<file path="src/rtl/msb_scan_pkg.sv">
package msb_scan_pkg;

  localparam int DATA_W     = 64;
  localparam int LANE_W     = 16;
  localparam int SHORT_W    = 16;
  localparam int MID_W      = 32;
  localparam int NUM_LANES  = DATA_W / LANE_W;
  localparam int IDX_W      = $clog2(DATA_W);
  localparam int LANE_IDX_W = $clog2(LANE_W);
  localparam int LANE_SEL_W = $clog2(NUM_LANES);
  localparam int SHORT_LANES = SHORT_W / LANE_W;
  localparam int MID_LANES   = MID_W / LANE_W;

  localparam logic [NUM_LANES-1:0] SHORT_LANE_MASK = NUM_LANES'((1 << SHORT_LANES) - 1);
  localparam logic [NUM_LANES-1:0] MID_LANE_MASK   = NUM_LANES'((1 << MID_LANES) - 1);
  localparam logic [NUM_LANES-1:0] FULL_LANE_MASK  = '1;

  // Flag vector layout
  localparam int FLAG_W       = 6;
  localparam int FLAG_CARRY   = 0;
  localparam int FLAG_PARITY  = 1;
  localparam int FLAG_AUX     = 2;
  localparam int FLAG_ZERO    = 3;
  localparam int FLAG_SIGN    = 4;
  localparam int FLAG_OVER    = 5;
  localparam logic [FLAG_W-1:0] FLAG_DEF_MASK = FLAG_W'(1 << FLAG_ZERO);

  typedef enum logic [1:0] {
    SIZE_16     = 2'b00,
    SIZE_32     = 2'b01,
    SIZE_64     = 2'b10,
    SIZE_64_ALT = 2'b11
  } op_size_e;

  // Strobes from control to datapath
  typedef struct packed {
    logic                 capture;
    logic [NUM_LANES-1:0] laneEn;
    logic                 keepUpper;
  } scan_ctrl_t;

endpackage

</file>
<file path="src/rtl/msb_lane_enc.sv">
module msb_lane_enc #(
  parameter int W     = 16,
  localparam int POS_W = $clog2(W)
) (
  input  logic [W-1:0]     laneBits,
  output logic [POS_W-1:0] lanePos,
  output logic             laneHit
);

  // Ascending walk: the highest set bit is the last one assigned
  always_comb begin
    lanePos = '0;
    for (int i = 0; i < W; i++) begin
      if (laneBits[i]) lanePos = POS_W'(i);
    end
  end

  assign laneHit = |laneBits;

endmodule

</file>
<file path="src/rtl/msb_scan_ctrl.sv">
module msb_scan_ctrl
  import msb_scan_pkg::*;
(
  input  logic       clk,
  input  logic       rst_n,
  input  logic       inValid,
  input  logic [1:0] opSize,
  output scan_ctrl_t ctrlStrb,
  output logic       resValid
);

  op_size_e sizeSel;
  assign sizeSel = op_size_e'(opSize);

  always_comb begin
    ctrlStrb.capture   = inValid;
    ctrlStrb.keepUpper = (sizeSel == SIZE_16);
    case (sizeSel)
      SIZE_16: ctrlStrb.laneEn = SHORT_LANE_MASK;
      SIZE_32: ctrlStrb.laneEn = MID_LANE_MASK;
      default: ctrlStrb.laneEn = FULL_LANE_MASK;
    endcase
  end

  always_ff @(posedge clk) begin
    if (!rst_n) resValid <= 1'b0;
    else        resValid <= inValid;
  end

  // strobe follows the accepted operation by one cycle
  a_r1_valid_follows: assert property (@(posedge clk) disable iff (!rst_n)
    inValid |=> resValid);
  a_r1_valid_single: assert property (@(posedge clk) disable iff (!rst_n)
    !inValid |=> !resValid);

  // lane 0 is always searched, the wide encodings open every lane
  a_r4_low_lane: assert property (@(posedge clk) disable iff (!rst_n)
    ctrlStrb.capture |-> ctrlStrb.laneEn[0]);
  a_r4_wide_lanes: assert property (@(posedge clk) disable iff (!rst_n)
    (opSize[1] == 1'b1) |-> (&ctrlStrb.laneEn && !ctrlStrb.keepUpper));

endmodule

</file>
<file path="src/rtl/msb_scan_datapath.sv">
module msb_scan_datapath
  import msb_scan_pkg::*;
(
  input  logic              clk,
  input  logic              rst_n,
  input  scan_ctrl_t        ctrlStrb,
  input  logic [DATA_W-1:0] srcOperand,
  input  logic [DATA_W-1:0] dstOperand,
  output logic [DATA_W-1:0] resValue,
  output logic              zeroFlag
);

  logic [DATA_W-1:0]     searchedBits;
  logic [LANE_IDX_W-1:0] lanePos [NUM_LANES];
  logic [NUM_LANES-1:0]  laneHit;

  for (genvar l = 0; l < NUM_LANES; l++) begin : g_lane
    assign searchedBits[l*LANE_W +: LANE_W] =
      srcOperand[l*LANE_W +: LANE_W] & {LANE_W{ctrlStrb.laneEn[l]}};
    msb_lane_enc #(.W(LANE_W)) i_enc (
      .laneBits (searchedBits[l*LANE_W +: LANE_W]),
      .lanePos  (lanePos[l]),
      .laneHit  (laneHit[l])
    );
  end

  logic [LANE_SEL_W-1:0] topLane;
  logic                  anyHit;
  logic [IDX_W-1:0]      scanIdx;
  logic [DATA_W-1:0]     nextValue;

  always_comb begin
    topLane = '0;
    for (int l = 0; l < NUM_LANES; l++) begin
      if (laneHit[l]) topLane = LANE_SEL_W'(l);
    end
  end

  assign anyHit  = |laneHit;
  assign scanIdx = {topLane, lanePos[topLane]};

  always_comb begin
    if (!anyHit)
      nextValue = dstOperand;
    else if (ctrlStrb.keepUpper)
      nextValue = {dstOperand[DATA_W-1:SHORT_W], SHORT_W'(scanIdx)};
    else
      nextValue = DATA_W'(scanIdx);
  end

  always_ff @(posedge clk) begin
    if (!rst_n) begin
      resValue <= '0;
      zeroFlag <= 1'b0;
    end else if (ctrlStrb.capture) begin
      resValue <= nextValue;
      zeroFlag <= !anyHit;
    end
  end

  // empty search returns the destination with the flag raised
  a_r3_zero_passthru: assert property (@(posedge clk) disable iff (!rst_n)
    (ctrlStrb.capture && searchedBits == '0) |=>
      (zeroFlag && resValue == $past(dstOperand)));

  // the reported bit is set and nothing above it is
  a_r2_top_bit: assert property (@(posedge clk) disable iff (!rst_n)
    (ctrlStrb.capture && searchedBits != '0) |=>
      (!zeroFlag && (($past(searchedBits) >> resValue[IDX_W-1:0]) == DATA_W'(1))));

  // short mode merges into the upper destination bits
  a_r5_upper_kept: assert property (@(posedge clk) disable iff (!rst_n)
    (ctrlStrb.capture && ctrlStrb.keepUpper && searchedBits != '0) |=>
      (resValue[DATA_W-1:SHORT_W] == $past(dstOperand[DATA_W-1:SHORT_W]) &&
       resValue[SHORT_W-1:IDX_W] == '0));

  // wider modes zero-extend the index
  a_r6_zero_extend: assert property (@(posedge clk) disable iff (!rst_n)
    (ctrlStrb.capture && !ctrlStrb.keepUpper && searchedBits != '0) |=>
      (resValue[DATA_W-1:IDX_W] == '0));

  // no operation, no change
  a_r10_hold: assert property (@(posedge clk) disable iff (!rst_n)
    !ctrlStrb.capture |=> ($stable(resValue) && $stable(zeroFlag)));

endmodule

</file>
<file path="src/rtl/msb_scan_unit.sv">
module msb_scan_unit
  import msb_scan_pkg::*;
(
  input  logic              clk,
  input  logic              rst_n,
  input  logic              inValid,
  input  logic [DATA_W-1:0] srcOperand,
  input  logic [DATA_W-1:0] dstOperand,
  input  logic [1:0]        opSize,
  output logic              resValid,
  output logic [DATA_W-1:0] resValue,
  output logic              zeroFlag,
  output logic [FLAG_W-1:0] flagDefMask
);

  scan_ctrl_t ctrlStrb;

  msb_scan_ctrl i_ctrl (
    .clk      (clk),
    .rst_n    (rst_n),
    .inValid  (inValid),
    .opSize   (opSize),
    .ctrlStrb (ctrlStrb),
    .resValid (resValid)
  );

  msb_scan_datapath i_dp (
    .clk        (clk),
    .rst_n      (rst_n),
    .ctrlStrb   (ctrlStrb),
    .srcOperand (srcOperand),
    .dstOperand (dstOperand),
    .resValue   (resValue),
    .zeroFlag   (zeroFlag)
  );

  // only the zero flag carries a defined value
  assign flagDefMask = FLAG_DEF_MASK;

  // cleared state right after a reset edge
  a_r9_reset_clear: assert property (@(posedge clk)
    !rst_n |=> (!resValid && resValue == '0 && !zeroFlag));

endmodule

</file>
<file path="config.mk">
export PLATFORM = sky130hd
export DESIGN_NAME = msb_scan_unit
export DESIGN_NICKNAME = d
export VERILOG_FILES = /design/src/rtl/msb_scan_pkg.sv /design/src/rtl/msb_lane_enc.sv /design/src/rtl/msb_scan_ctrl.sv /design/src/rtl/msb_scan_datapath.sv /design/src/rtl/msb_scan_unit.sv
export SDC_FILE = /design/constraint.sdc
export NUM_CORES = 1
export LEC_CHECK = 0
export BUFFER_PORTS_ARGS = -buffer_cell sky130_fd_sc_hd__buf_2
export CORE_MARGIN = 1
export CORE_UTILIZATION = 41
export DETAILED_ROUTE_END_ITERATION = 6
export PLACE_DENSITY = 0.73
export SETUP_SLACK_MARGIN = 0.4
export SKIP_LAST_GASP = 1
export SLEW_MARGIN = 10
export SYNTH_ARGS = -nofsm -noshare
export SYNTH_HDL_FRONTEND = slang
export SYNTH_HIERARCHICAL = 1
export SYNTH_SLANG_ARGS = --single-unit
</file>
<file path="constraint.sdc">
create_clock -name clk -period 2.4 [get_ports clk]
set_input_delay 0.36 -clock clk [delete_from_list [all_inputs] [get_ports clk]]
set_output_delay 0.36 -clock clk [all_outputs]
set_load 0.005 [all_outputs]
</file>
# Yosys cells after proc, flatten, opt, wreduce, memory -nomap -nowiden
# Cells that the tools add are included.
# W data, S select, Z words.
op_classes:
  order_cmp: 1
  n_eq_ne: 1
  n_mux: 69
  n_bitwise: 5
  n_reduce_logical: 6
ops:
  columns: ["cell", "count"]
  rows:
  - ["$mux W4", 58]
  - ["$mux W64", 2]
  - ["$and A16 B16 Y16", 4]
  - ["$reduce_or A64 Y1", 1]
  - ["$reduce_or A16 Y1", 3]
  - ["$bmux W4 S2", 1]
  - ["$pmux W4 S2", 1]
  - ["$mux W1", 5]
  - ["$mux W2", 2]
  - ["$ge A3 B3 Y1 const B", 1]
  - ["$not A2 Y3", 1]
  - ["$eq A2 B1 Y1 const B", 1]
  - ["$logic_not A2 Y1", 1]
  - ["$logic_not A1 Y1", 1]
totals:
  regBits: 66
  in_bits: 133
  output_inout_bits: 72
  word_cells: 85

# Longest topological paths before layout
# Gate-level depths: netlist of run 1.
logic_depth:
  word_depth: 23
  depth_mapped: 14
  mapped_depth_nobuf: 9

# Modules after synthesis
# The synthesis of run 1 kept the hierarchy.
modules_own_cells:
  columns: ["module", "n_inst", "cells_each", "area_each_um2", "seq_area_each_um2"]
  rows:
  - ["msb_scan_datapath", 1, 383, 3110.5, 1301.2]
  - ["msb_lane_enc", 4, 28, 170.2, 0.0]
  - ["msb_scan_ctrl", 1, 9, 66.3, 20.0]
  - ["msb_scan_unit", 1, 8, 52.6, 0.0]

# Worst setup path before layout of run 1
# Ideal clock, no wire load.
synth_path:
  kind: "input to register"
  startpoint: "input port opSize[1]"
  endpoint: "register i_dp.resValue[48]"
  setup_ps: 59
  arrival_ps: 2472
  required_time_ps: 2341
  slack_ps: -130
  stages: 14
  path_cell_list: "clkbuf_1 buf_4 clkbuf_1 and2_1 nor4_2 nand3_1 or2_1 buf_2 nor4_2 o21a_2 buf_6 buf_6 nand3_1 nand2_1"
synth_lines:
  columns: ["element", "line_no", "text"]
  rows:
  - ["start, declared", "msb_scan_unit.sv:9", "input logic [1:0] opSize,"]
  - ["end signal, assigned", "msb_scan_datapath.sv:56", "resValue <= nextValue;"]
  - ["end, declared", "msb_scan_datapath.sv:9", "output logic [DATA_W-1:0] resValue,"]

# Worst setup path after layout of run 1
layout_path:
  startpoint: "input port opSize[1]"
  endpoint: "register i_dp.resValue[51]"
layout_via:
  elab_chain_cells: 5
  elab_cells_between_ends: 9
layout_lines:
  columns: ["element", "line_no", "text"]
  rows:
  - ["$eq A2 B1 Y1 or $logic_not A2 Y1 (tied branches)", "msb_scan_ctrl.sv:18", "case (sizeSel)"]
  - ["$pmux W4 S2 *", "msb_scan_ctrl.sv:18", null]
  - ["$and A16 B16 Y16 *", "msb_scan_datapath.sv:19", "srcOperand[l*LANE_W +: LANE_W] & {LANE_W{ctrlStrb.laneEn[l]}};"]
  - ["net i_dp.searchedBits[56]", "msb_scan_datapath.sv:13", "logic [DATA_W-1:0] searchedBits;"]
  - ["$reduce_or A64 Y1 *", "msb_scan_datapath.sv:39", "assign anyHit = |laneHit;"]
  - ["$mux W64 *", "msb_scan_datapath.sv:43", "if (!anyHit)"]
# Mark *: on every way through the listed nets, which the timed path passes. The rest lies on a longest branch.
# A chain may end at the register's enable or synchronous reset.

==> flow_metrics.tcl, run 1 <==
set metrics [dict create \
    status "complete, no violations" \
    overflow 0 \
    total_power_mw 2.57 \
    seq_area_um2 1320 \
    rr_startpoint "i_dp/resValue[14]" \
    worst-r2r-cell-count 3 \
    multi_input_area_um2 2590 \
    fin_cells 898 \
    die-area_um2 9930 \
    p_int_mw 1.85 \
    vias 4542 \
    drt_iter0_drc 218 \
    routed_wl_mm 12.0 \
    switching_share 0.278 \
    worstSetupStartpoint "opSize[1]" \
    rsz0062_at_grt "yes" \
    finalHoldViolations 0 \
    num-nets-final 897 \
    vias_per_cell 5.06 \
    wire_per_inst_um 13.4 \
    slew_viol_final 0 \
    synthCells 512 \
    worst-setup-path-type "input pin to register" \
    grt_pass1_vias 4367 \
    drc 0 \
    p_comb_frac 0.247 \
    dr.pass1.iters 7 \
    ys_warn_count 6 \
    ir_worst_vdd_v 0.000313 \
    setup_viol 0 \
    grt_max_degree 47 \
    reg2reg_to "i_dp/resValue[14]" \
    synthTopCellsByCount "dfxtp_1, and2_1, nand3_1" \
    placed_cells 848 \
    cts_made_buffers 9 \
    area_growth_pct 54.4 \
    synth_top_area_frac 0.338 \
    yosys.area.top_type "dfxtp_1" \
    synth_edf_count 0 \
    fin_ws_ps 224 \
    synth_ff_type "dfxtp_1" \
    dieHeight_um 99.7 \
    maxCapViolations 0 \
    avgSynthCellArea_um2 7.64 \
    fin_skew_ps 0 \
    crit_arrival_ps 2450 \
    synth_area_leaders "dfxtp_1, and2_1, nand3b_1" \
    synth-seq-cells 66 \
    fillCellCount 765 \
    grtUsageTotal 0.237 \
    start_util 0.423 \
    ys_types 33 \
    synthArstFlopShare 0 \
    switchingPower_uw 715 \
    max_freq_mhz 460 \
    cp-start-kind "input pin" \
    cts-htree-levels 3 \
    layout_min_cycle_time_ps 2180 \
    ys_seq_area_frac 0.338 \
    cts.path.max_buffers 2 \
    place_ws_ps -188 \
    seq_power_share 0.443 \
    finalWeightedCongestion 0.916 \
    clk_pin_slew_ps 80 \
    whs_path_depth 3 \
    min_path_type "input pin to register" \
    clkPwrFrac 0.310 \
    num_antenna_cells 0 \
    antenna_found_initial 0 \
    die_x_um 99.7 \
    p_leak_nw 3.02 \
    antenna_left 0 \
    crit_path_end_kind "register" \
    cts_tree "built" \
    cp_max_fo 8 \
    worst_skew_pair.late_latency_ps 320 \
    port_buffers 198 \
    place_hpwl_mm 8.24 \
    io_pins 205 \
    ctsRootBufferMaster "clkbuf_8" \
    period_share 0.907 \
    crit_required_ps 2670 \
    core-area_um2 9240 \
    syn_area_um2 3910 \
    yosysMostFrequentCell "dfxtp_1" \
    grt_pass1_wl_mm 19.2 \
    drive_above_1_share 0.453 \
    reg2reg_slack_ps 1640 \
    cts.sinks 66 \
    std_cell_rows 35 \
    power_density_nw_per_um2 425 \
    cp-endpoint "i_dp/resValue[51]" \
]
-- metrics by stage --
stage	cell area, um^2	utilization	TNS (ps)	hold WS, ps
after floorplan	4010	-	0	463
after global placement	5300	0.573	-6380	452
after detailed placement	5300	0.573	-9930	458
after CTS	5850	0.634	0	207
after global routing	6040	0.653	0	225
final	6040	0.653	0	237
-- layout by cell type, fill, tap and decap left out, types with 5 or more instances in the layout --
cell type,count
a21o_1,5
a21oi_1,9
a21oi_2,9
and2_1,53
and2_4,13
buf_2,197
buf_4,67
clkbuf_8,9
conb_1,7
dfxtp_1,66
inv_1,5
nand2_1,50
nand2b_1,8
nand3_1,50
nand3_2,9
nand3b_1,51
nor2_1,46
nor2b_1,27
nor4_4,6
o31ai_1,12
-- how the worst min path moves through the flow --
stage | startpoint | end | slack [ps]
floorplan | i_dp/resValue[16] | i_dp/resValue[16] | 460
global placement | i_dp/resValue[22] | i_dp/resValue[22] | 450
detailed placement | i_dp/resValue[37] | i_dp/resValue[37] | 460
CTS | dstOperand[22] | i_dp/resValue[22] | 210
global route | dstOperand[35] | i_dp/resValue[35] | 220
finish | dstOperand[22] | i_dp/resValue[22] | 240
-- flip-flops by register name (all words and copies together), names as in the netlist --
name,flops
i_ctrl/resValid,1
i_dp/resValue,64
i_dp/zeroFlag,1
-- cell families (layout without fill, tap and decap cells) --
group,Yosys count,count (layout),share of synthesized area
other cells,3,7,0.00288
simple gates,342,344,0.497
buf+inv,47,298,0.0650
flops,66,66,0.338
compound gates,54,54,0.0976
-- power groups by stage --
stage / Clock, mW / Sequential (mW) / Combinational, mW
4_1_cts: 0.830 / 1.14 / 0.603
6_report: 0.795 / 1.14 / 0.635
5_1_grt: 0.876 / 1.14 / 0.695
2_1_floorplan: 0 / 1.17 / 0.297
3_3_place_gp: 0 / 1.16 / 0.516
3_5_place_dp: 0 / 1.16 / 0.528
-- per-layer routing --
layer	up-vias	global-route usage	routed length, um
li1	2250	-	-
met1	2106	0.275	5070
met2	168	0.425	6050
met3	18	0.0520	681
met4	0	0.0928	197
met5	-	0	0
-- worst max-delay path: stages --
cell and delay (ps):
buf_12 120, buf_16 130, and2_4 150, nor4_4 290, nand3_1 130, or2_4 310, nor4_4 310, o21a_4 210
buf_6 140, clkbuf_16 150, nand3_1 70, nand2_1 60
-- final cells by class --
class / instances / share of cell area
Multi-Input combinational cell: 405 / 0.430
Timing Repair Buffer: 277 / 0.293
Sequential cell: 66 / 0.219
Tap cell: 129 / 0.0267
Clock buffer: 10 / 0.0211
Clock inverter: 6 / 0.00705
Inverter: 5 / 0.00311
-- timing repair --
item,CTS,global route
cloned,6,3
setup endpoints to repair,65,64
gates resized for setup,29,22
buffers inserted,20,5
pin swaps,19,23
hold buffers,0,0
No activity file was read; power rests on OpenSTA's default activity.
==> inputs of run 2 (changes only) <==
--- a/config.mk
+++ b/config.mk
@@ -5,11 +5,12 @@
 export SDC_FILE = /design/constraint.sdc
 export NUM_CORES = 1
 export LEC_CHECK = 0
+export ABC_AREA = 1
 export BUFFER_PORTS_ARGS = -buffer_cell sky130_fd_sc_hd__buf_2
 export CORE_MARGIN = 1
-export CORE_UTILIZATION = 41
+export CORE_UTILIZATION = 43
 export DETAILED_ROUTE_END_ITERATION = 6
-export PLACE_DENSITY = 0.73
+export PLACE_DENSITY = 0.74
 export SETUP_SLACK_MARGIN = 0.4
 export SKIP_LAST_GASP = 1
 export SLEW_MARGIN = 10
==> flow_metrics.tcl, run 2 <==
set metrics [dict create \
    cp_max_fo 8 \
    largest_reg_flops 64 \
    cts.path.max_buffers 2 \
    place_ws_ps 93.2 \
    ys_warn_count 6 \
    cp-start-kind "input pin" \
    finalHoldViolations 0 \
    placed_cells 1106 \
    worst_hold_slack_ps 269 \
    clkPwrFrac 0.331 \
    cp_cell_sequence "buf_2 > inv_2 > nand2_4 > clkbuf_16 > nand2_2 > inv_2 > nor4_4 > nand3_4 > nor2_4 > nand2_4 > buf_8 > nor2_4 > clkbuf_16 > nand2_1 > a21oi_1" \
    die-area_um2 10600 \
    fillCellCount 1079 \
    grtUsageTotal 0.199 \
    dr.pass1.iters 5 \
    num_antenna_cells 0 \
    slowest_delay_ps 300 \
    p_int_mw 1.77 \
    cts-htree-levels 3 \
    grt_max_degree 50 \
    period_share 0.805 \
    setup_viol 0 \
    place_area_um2 5520 \
    p_leak_nw 3.80 \
    crit_arrival_ps 2180 \
    drc 0 \
    synth_edf_count 0 \
    cts.sinks 66 \
    slew_viol_final 0 \
    layout_min_cycle_time_ps 1930 \
    start_util 0.446 \
    switching_share 0.300 \
    cts_made_buffers 9 \
    crit_required_ps 2650 \
    grt_pass1_wl_mm 16.8 \
    fin_area_um2 5980 \
    antenna_found_initial 0 \
    final_cell_mix "nand2_1, buf_2, inv_1" \
    yosys.area.top_type "dfxtp_1" \
    synthTopCellsByCount "nand2_1, inv_1, dfxtp_1" \
    worstSetupStartpoint "opSize[0]" \
    die_x_um 103 \
    vias_per_cell 4.36 \
    ys_types 25 \
    fin_skew_ps 0 \
    drive_above_1_share 0.300 \
    worst-setup-path-type "input pin to register" \
    total_power_mw 2.52 \
    synth_top_area_frac 0.302 \
    ys_seq_area_frac 0.302 \
    routed_wl_mm 11.2 \
    finalWeightedCongestion 0.859 \
    yosysMostFrequentCell "nand2_1" \
    layout_commonest_cell "nand2_1" \
    reg2reg_slack_ps 1680 \
    cts_tree "built" \
    regMostFlops "i_dp/resValue" \
    place_hpwl_mm 8.28 \
    cpMaxStageDelayCell "nor4_4" \
    fin_ws_ps 469 \
    clk_pin_slew_ps 70 \
    area_growth_pct 36.6 \
    max_freq_mhz 518 \
    synthArstFlopShare 0 \
    utilization 0.609 \
    power_density_nw_per_um2 422 \
    maxCapViolations 0 \
    worst-path-buf-inv 6 \
    synth_ff_type "dfxtp_1" \
    ctsRootBufferMaster "clkbuf_8" \
    drt_iter0_drc 136 \
    min_from "dstOperand[9]" \
    overflow 0 \
    vias 4924 \
    core-area_um2 9820 \
    io_pins 205 \
    syn_area_um2 4380 \
    maxSlewHeadroom 0.644 \
    port_buffers 198 \
    worst_skew_pair.late_latency_ps 330 \
    dieHeight_um 103 \
    reg_top3 "i_dp/resValue: 64 flops, i_ctrl/resValid: 1 flops, i_dp/zeroFlag: 1 flops" \
    antenna_left 0 \
    status "complete, no violations" \
    avgSynthCellArea_um2 5.48 \
    tns_ps 0 \
    min_path_type "input pin to register" \
    synth-seq-cells 66 \
    path_delay_family "simple AND/OR/NAND/NOR gates" \
    wire_per_inst_um 9.92 \
    cts_hold_buf 0 \
    ir_worst_vdd_v 0.000293 \
    num-nets-final 1124 \
    rsz0062_at_grt "no" \
    grt_pass1_vias 4053 \
    synthCells 799 \
    rr_startpoint "i_dp/resValue[5]" \
    p_comb_frac 0.219 \
    synth_area_leaders "dfxtp_1, nand2_1, inv_1" \
    crit_path_end_kind "register" \
    switchingPower_uw 758 \
    worst-slew-pin-transition_ps 530 \
    std_cell_rows 36 \
    fin_cells 1129 \
    seq_power_share 0.449 \
]
run 2: cell types whose count changed after synthesis, sizes merged, moves of 6 or more:
cell,change
nand3,-39
o31ai,-12
nor2b,-28
nand2,+241
and2,-66
nor2,-6
o21ai,+105
nand2b,-8
inv,+191
nand3b,-51
run 2: timing repair:
action                                  4_1_cts  5_1_grt
resized for setup                             0       68
endpoints found under the setup margin        0       65
buffers inserted                              0        5
run 2: power by group through the flow:
| stage | combinational (mW) | clock (mW) | sequential, mW |
|---|---|---|---|
| 2_1_floorplan | 0.318 | 0 | 1.16 |
| 3_3_place_gp | 0.500 | 0 | 1.16 |
| 3_5_place_dp | 0.502 | 0 | 1.16 |
| 4_1_cts | 0.504 | 0.873 | 1.13 |
| 5_1_grt | 0.637 | 0.919 | 1.14 |
| 6_report | 0.554 | 0.836 | 1.13 |
run 2: kinds of logic (layout without fill, tap and decap cells):
family	Yosys count	count (layout)	synth area share
AND/OR/NAND/NOR	359	359	0.320
buffers and inverters	245	438	0.229
AO/OA/AOI/OAI	126	126	0.147
flip-flops	66	66	0.302
other	3	7	0.00257
run 2: worst min-delay path: cells and delay by family:
kind,cells,cell delay [ps]
AO/OA/AOI/OAI,1,50
AND/OR/NAND/NOR,1,50
buffers and inverters,1,90
run 2: layout make-up:
class | count | area [um^2] | area share
multi-input combinational | 492 | 2250 | 0.376
sequential | 66 | 1320 | 0.221
timing repair buffer | 224 | 1310 | 0.220
inverter | 198 | 752 | 0.126
tap | 133 | 166 | 0.0278
clock buffer | 10 | 138 | 0.0230
clock inverter | 6 | 42.5 | 0.00711
run 2: layer usage:
metal | part of all wire | routed length, um | up-vias | global-route usage
met5 | 0 | 0 | - | 0
met4 | 0.014 | 161 | 0 | 0.0531
met3 | 0.064 | 714 | 11 | 0.0569
met2 | 0.48 | 5360 | 135 | 0.356
met1 | 0.44 | 4970 | 2078 | 0.232
li1 | - | - | 2700 | -
run 2: final timing paths:
path	end	cells past startpoint
max	i_dp/resValue[7]	15
min	i_dp/resValue[9]	3
min reg2reg	i_dp/resValue[2]	2
max reg2reg	i_dp/resValue[5]	2
==> inputs of run 3 (changes only) <==
--- a/config.mk
+++ b/config.mk
@@ -8,7 +8,7 @@
 export ABC_AREA = 1
 export BUFFER_PORTS_ARGS = -buffer_cell sky130_fd_sc_hd__buf_2
 export CORE_MARGIN = 1
-export CORE_UTILIZATION = 43
+export CORE_UTILIZATION = 45
 export DETAILED_ROUTE_END_ITERATION = 6
 export PLACE_DENSITY = 0.74
 export SETUP_SLACK_MARGIN = 0.4
==> constraint.sdc (replaced) <==
create_clock -name clk -period 1.81 [get_ports clk]
set_input_delay 0.2715 -clock clk [delete_from_list [all_inputs] [get_ports clk]]
set_output_delay 0.2715 -clock clk [all_outputs]
set_load 0.005 [all_outputs]
==> flow_metrics.tcl, run 3 (synthesized netlist as in run 2, its figures left out) <==
set metrics [dict create \
    clkPwrFrac 0.310 \
    cp_common_cell "nand2_4" \
    die-area_um2 10100 \
    hold_end "i_dp/resValue[14]" \
    area_growth_pct 52.3 \
    final_cell_mix "nand2_1, buf_2, inv_1" \
    clk_pin_slew_ps 70 \
    routed_wl_mm 12.9 \
    maxCapViolations 0 \
    rr_startpoint "i_dp/resValue[26]" \
    reg2reg_slack_ps 1100 \
    status "complete, but fails checks" \
    min_from "dstOperand[14]" \
    cts-htree-levels 3 \
    violations "setup timing" \
    period_share 1.06 \
    switchingPower_mw 1.02 \
    die_x_um 101 \
    vias_per_cell 4.46 \
    drive_above_1_share 0.356 \
    p_int_mw 2.43 \
    num-nets-final 1180 \
    ir_worst_vdd_v 0.000440 \
    tns_ps -601 \
    finalHoldViolations 0 \
    fin_skew_ps 0 \
    min_path_type "input pin to register" \
    place_area_um2 5690 \
    setup_viol 26 \
    worst-slew-pin-transition_ps 500 \
    worst_skew_pair.late_latency_ps 330 \
    place_hpwl_mm 8.51 \
    cts_tree "built" \
    switching_share 0.295 \
    cp_cell_sequence "buf_8 > inv_4 > nand2_4 > buf_12 > nand2_4 > inv_4 > nor4_4 > nand3_4 > nor2_4 > nand2_4 > clkinv_8 > buf_4 > clkbuf_16 > o21ai_1 > o21ai_1 > nand2_1 > inv_1" \
    total_power_mw 3.45 \
    cts.path.max_buffers 2 \
    num_antenna_cells 0 \
    seq_power_share 0.437 \
    p_leak_nw 4.15 \
    cts_made_buffers 9 \
    path_delay_family "simple AND/OR/NAND/NOR gates" \
    wire_per_inst_um 10.9 \
    cpMaxStageDelayCell "nor4_4" \
    reg2reg_to "i_dp/resValue[26]" \
    core-area_um2 9330 \
    place_ws_ps -396 \
    cp_max_fo 8 \
    layout_min_cycle_time_ps 1910 \
    slowest_delay_ps 340 \
    grt_pass1_vias 4823 \
    placed_cells 1124 \
    io_pins 205 \
    grt_pass1_wl_mm 20.5 \
    rsz0062_at_grt "yes" \
    max_freq_mhz 523 \
    dieHeight_um 101 \
    vias 5264 \
    port_buffers 198 \
    worst-r2r-cell-count 4 \
    overflow 0 \
    reg_top3 "i_dp/resValue: 64 flops, i_ctrl/resValid: 1 flops, i_dp/zeroFlag: 1 flops" \
    fin_area_um2 6670 \
    std_cell_rows 35 \
    start_util 0.469 \
    maxSlewHeadroom 0.667 \
    ctsRootBufferMaster "clkbuf_8" \
    finalWeightedCongestion 0.816 \
    drt_iter0_drc 188 \
    grt_max_degree 83 \
    antenna_found_initial 0 \
    crit_path_end_kind "register" \
    whs_path_depth 3 \
    fin_ws_ps -104 \
    drc 0 \
    regMostFlops "i_dp/resValue" \
    cts.sinks 66 \
    p_comb_frac 0.253 \
    power_density_nw_per_um2 517 \
    cp-start-kind "input pin" \
    slew_viol_final 0 \
    grtUsageTotal 0.250 \
    dr.pass1.iters 5 \
    largest_reg_flops 64 \
    worst-setup-path-type "input pin to register" \
    worst-path-buf-inv 8 \
    antenna_left 0 \
    crit_arrival_ps 2200 \
    crit_required_ps 2090 \
    fin_cells 1181 \
    layout_commonest_cell "nand2_1" \
]
## run 3: cell types whose count changed in the layout (fill, tap and decap cells not counted), moves of 4 or more
cell,delta
buf_12,+4
buf_16,+5
buf_4,+40
buf_6,+8
nand2_1,-11
nand2_2,+4
nand2_4,+7
o21ai_0,-18
o21ai_1,+10
o21ai_2,+8
## run 3: worst max path at each step
| stage | start | end | slack (ps) | depth (start not counted) |
|---|---|---|---|---|
| 2_1_floorplan | opSize[1] | i_dp/resValue[36] | -380 | 19 |
| 3_3_place_gp | opSize[1] | i_dp/resValue[57] | -350 | 18 |
| 3_5_place_dp | opSize[1] | i_dp/resValue[18] | -400 | 18 |
| 4_1_cts | opSize[1] | i_dp/resValue[56] | 10 | 19 |
| 5_1_grt | opSize[1] | i_dp/resValue[28] | -180 | 17 |
| 6_report | opSize[1] | i_dp/resValue[21] | -100 | 17 |
## run 3: metal layers
metal,vias up,track usage,part of all wire
li1,2817,-,-
met1,2241,0.291,0.42
met2,170,0.436,0.48
met3,36,0.0687,0.068
met4,0,0.0936,0.035
met5,-,0,0
## run 3: timing repair
| action | in CTS | in global routing |
|---|---|---|
| hold buffers | 0 | 0 |
| gates resized for setup | 88 | 44 |
| gates cloned | 5 | 2 |
| setup endpoints to repair | 65 | 65 |
| pin swaps | 27 | 39 |
| hold endpoints to repair | 0 | 0 |
| setup buffers | 27 | 7 |
## run 3: final cells by class
| class | count | area (um^2) |
|---|---|---|
| multi-input cells | 492 | 2340 |
| inverters | 198 | 763 |
| repair buffers | 280 | 1920 |
| flip-flops and latches | 66 | 1320 |
| well taps | 129 | 161 |
| clock inverters | 3 | 15.0 |
| fillers | 805 | 2660 |
| clock buffers | 13 | 149 |
## run 3: power groups by stage
stage	clock [mW]	combinational (mW)	sequential, mW
6_report	1.07	0.874	1.51
5_1_grt	1.16	0.991	1.51
4_1_cts	1.10	0.812	1.51
3_5_place_dp	0	0.717	1.54
3_3_place_gp	0	0.711	1.54
2_1_floorplan	0	0.422	1.54
## run 3: per-stage QoR
stage / hold WS [ps] / util
after floorplan: 365 / -
after global placement: 452 / 0.610
after detailed placement: 456 / 0.610
after CTS: 157 / 0.689
after global routing: 162 / 0.715
final: 176 / 0.715
## run 3: worst min-delay path, delay by kind of cell
family,cells,cell delay [ps]
AOI/OAI and AO/OA,1,50
and+or+nand+nor,1,50
buffers and inverters,1,90
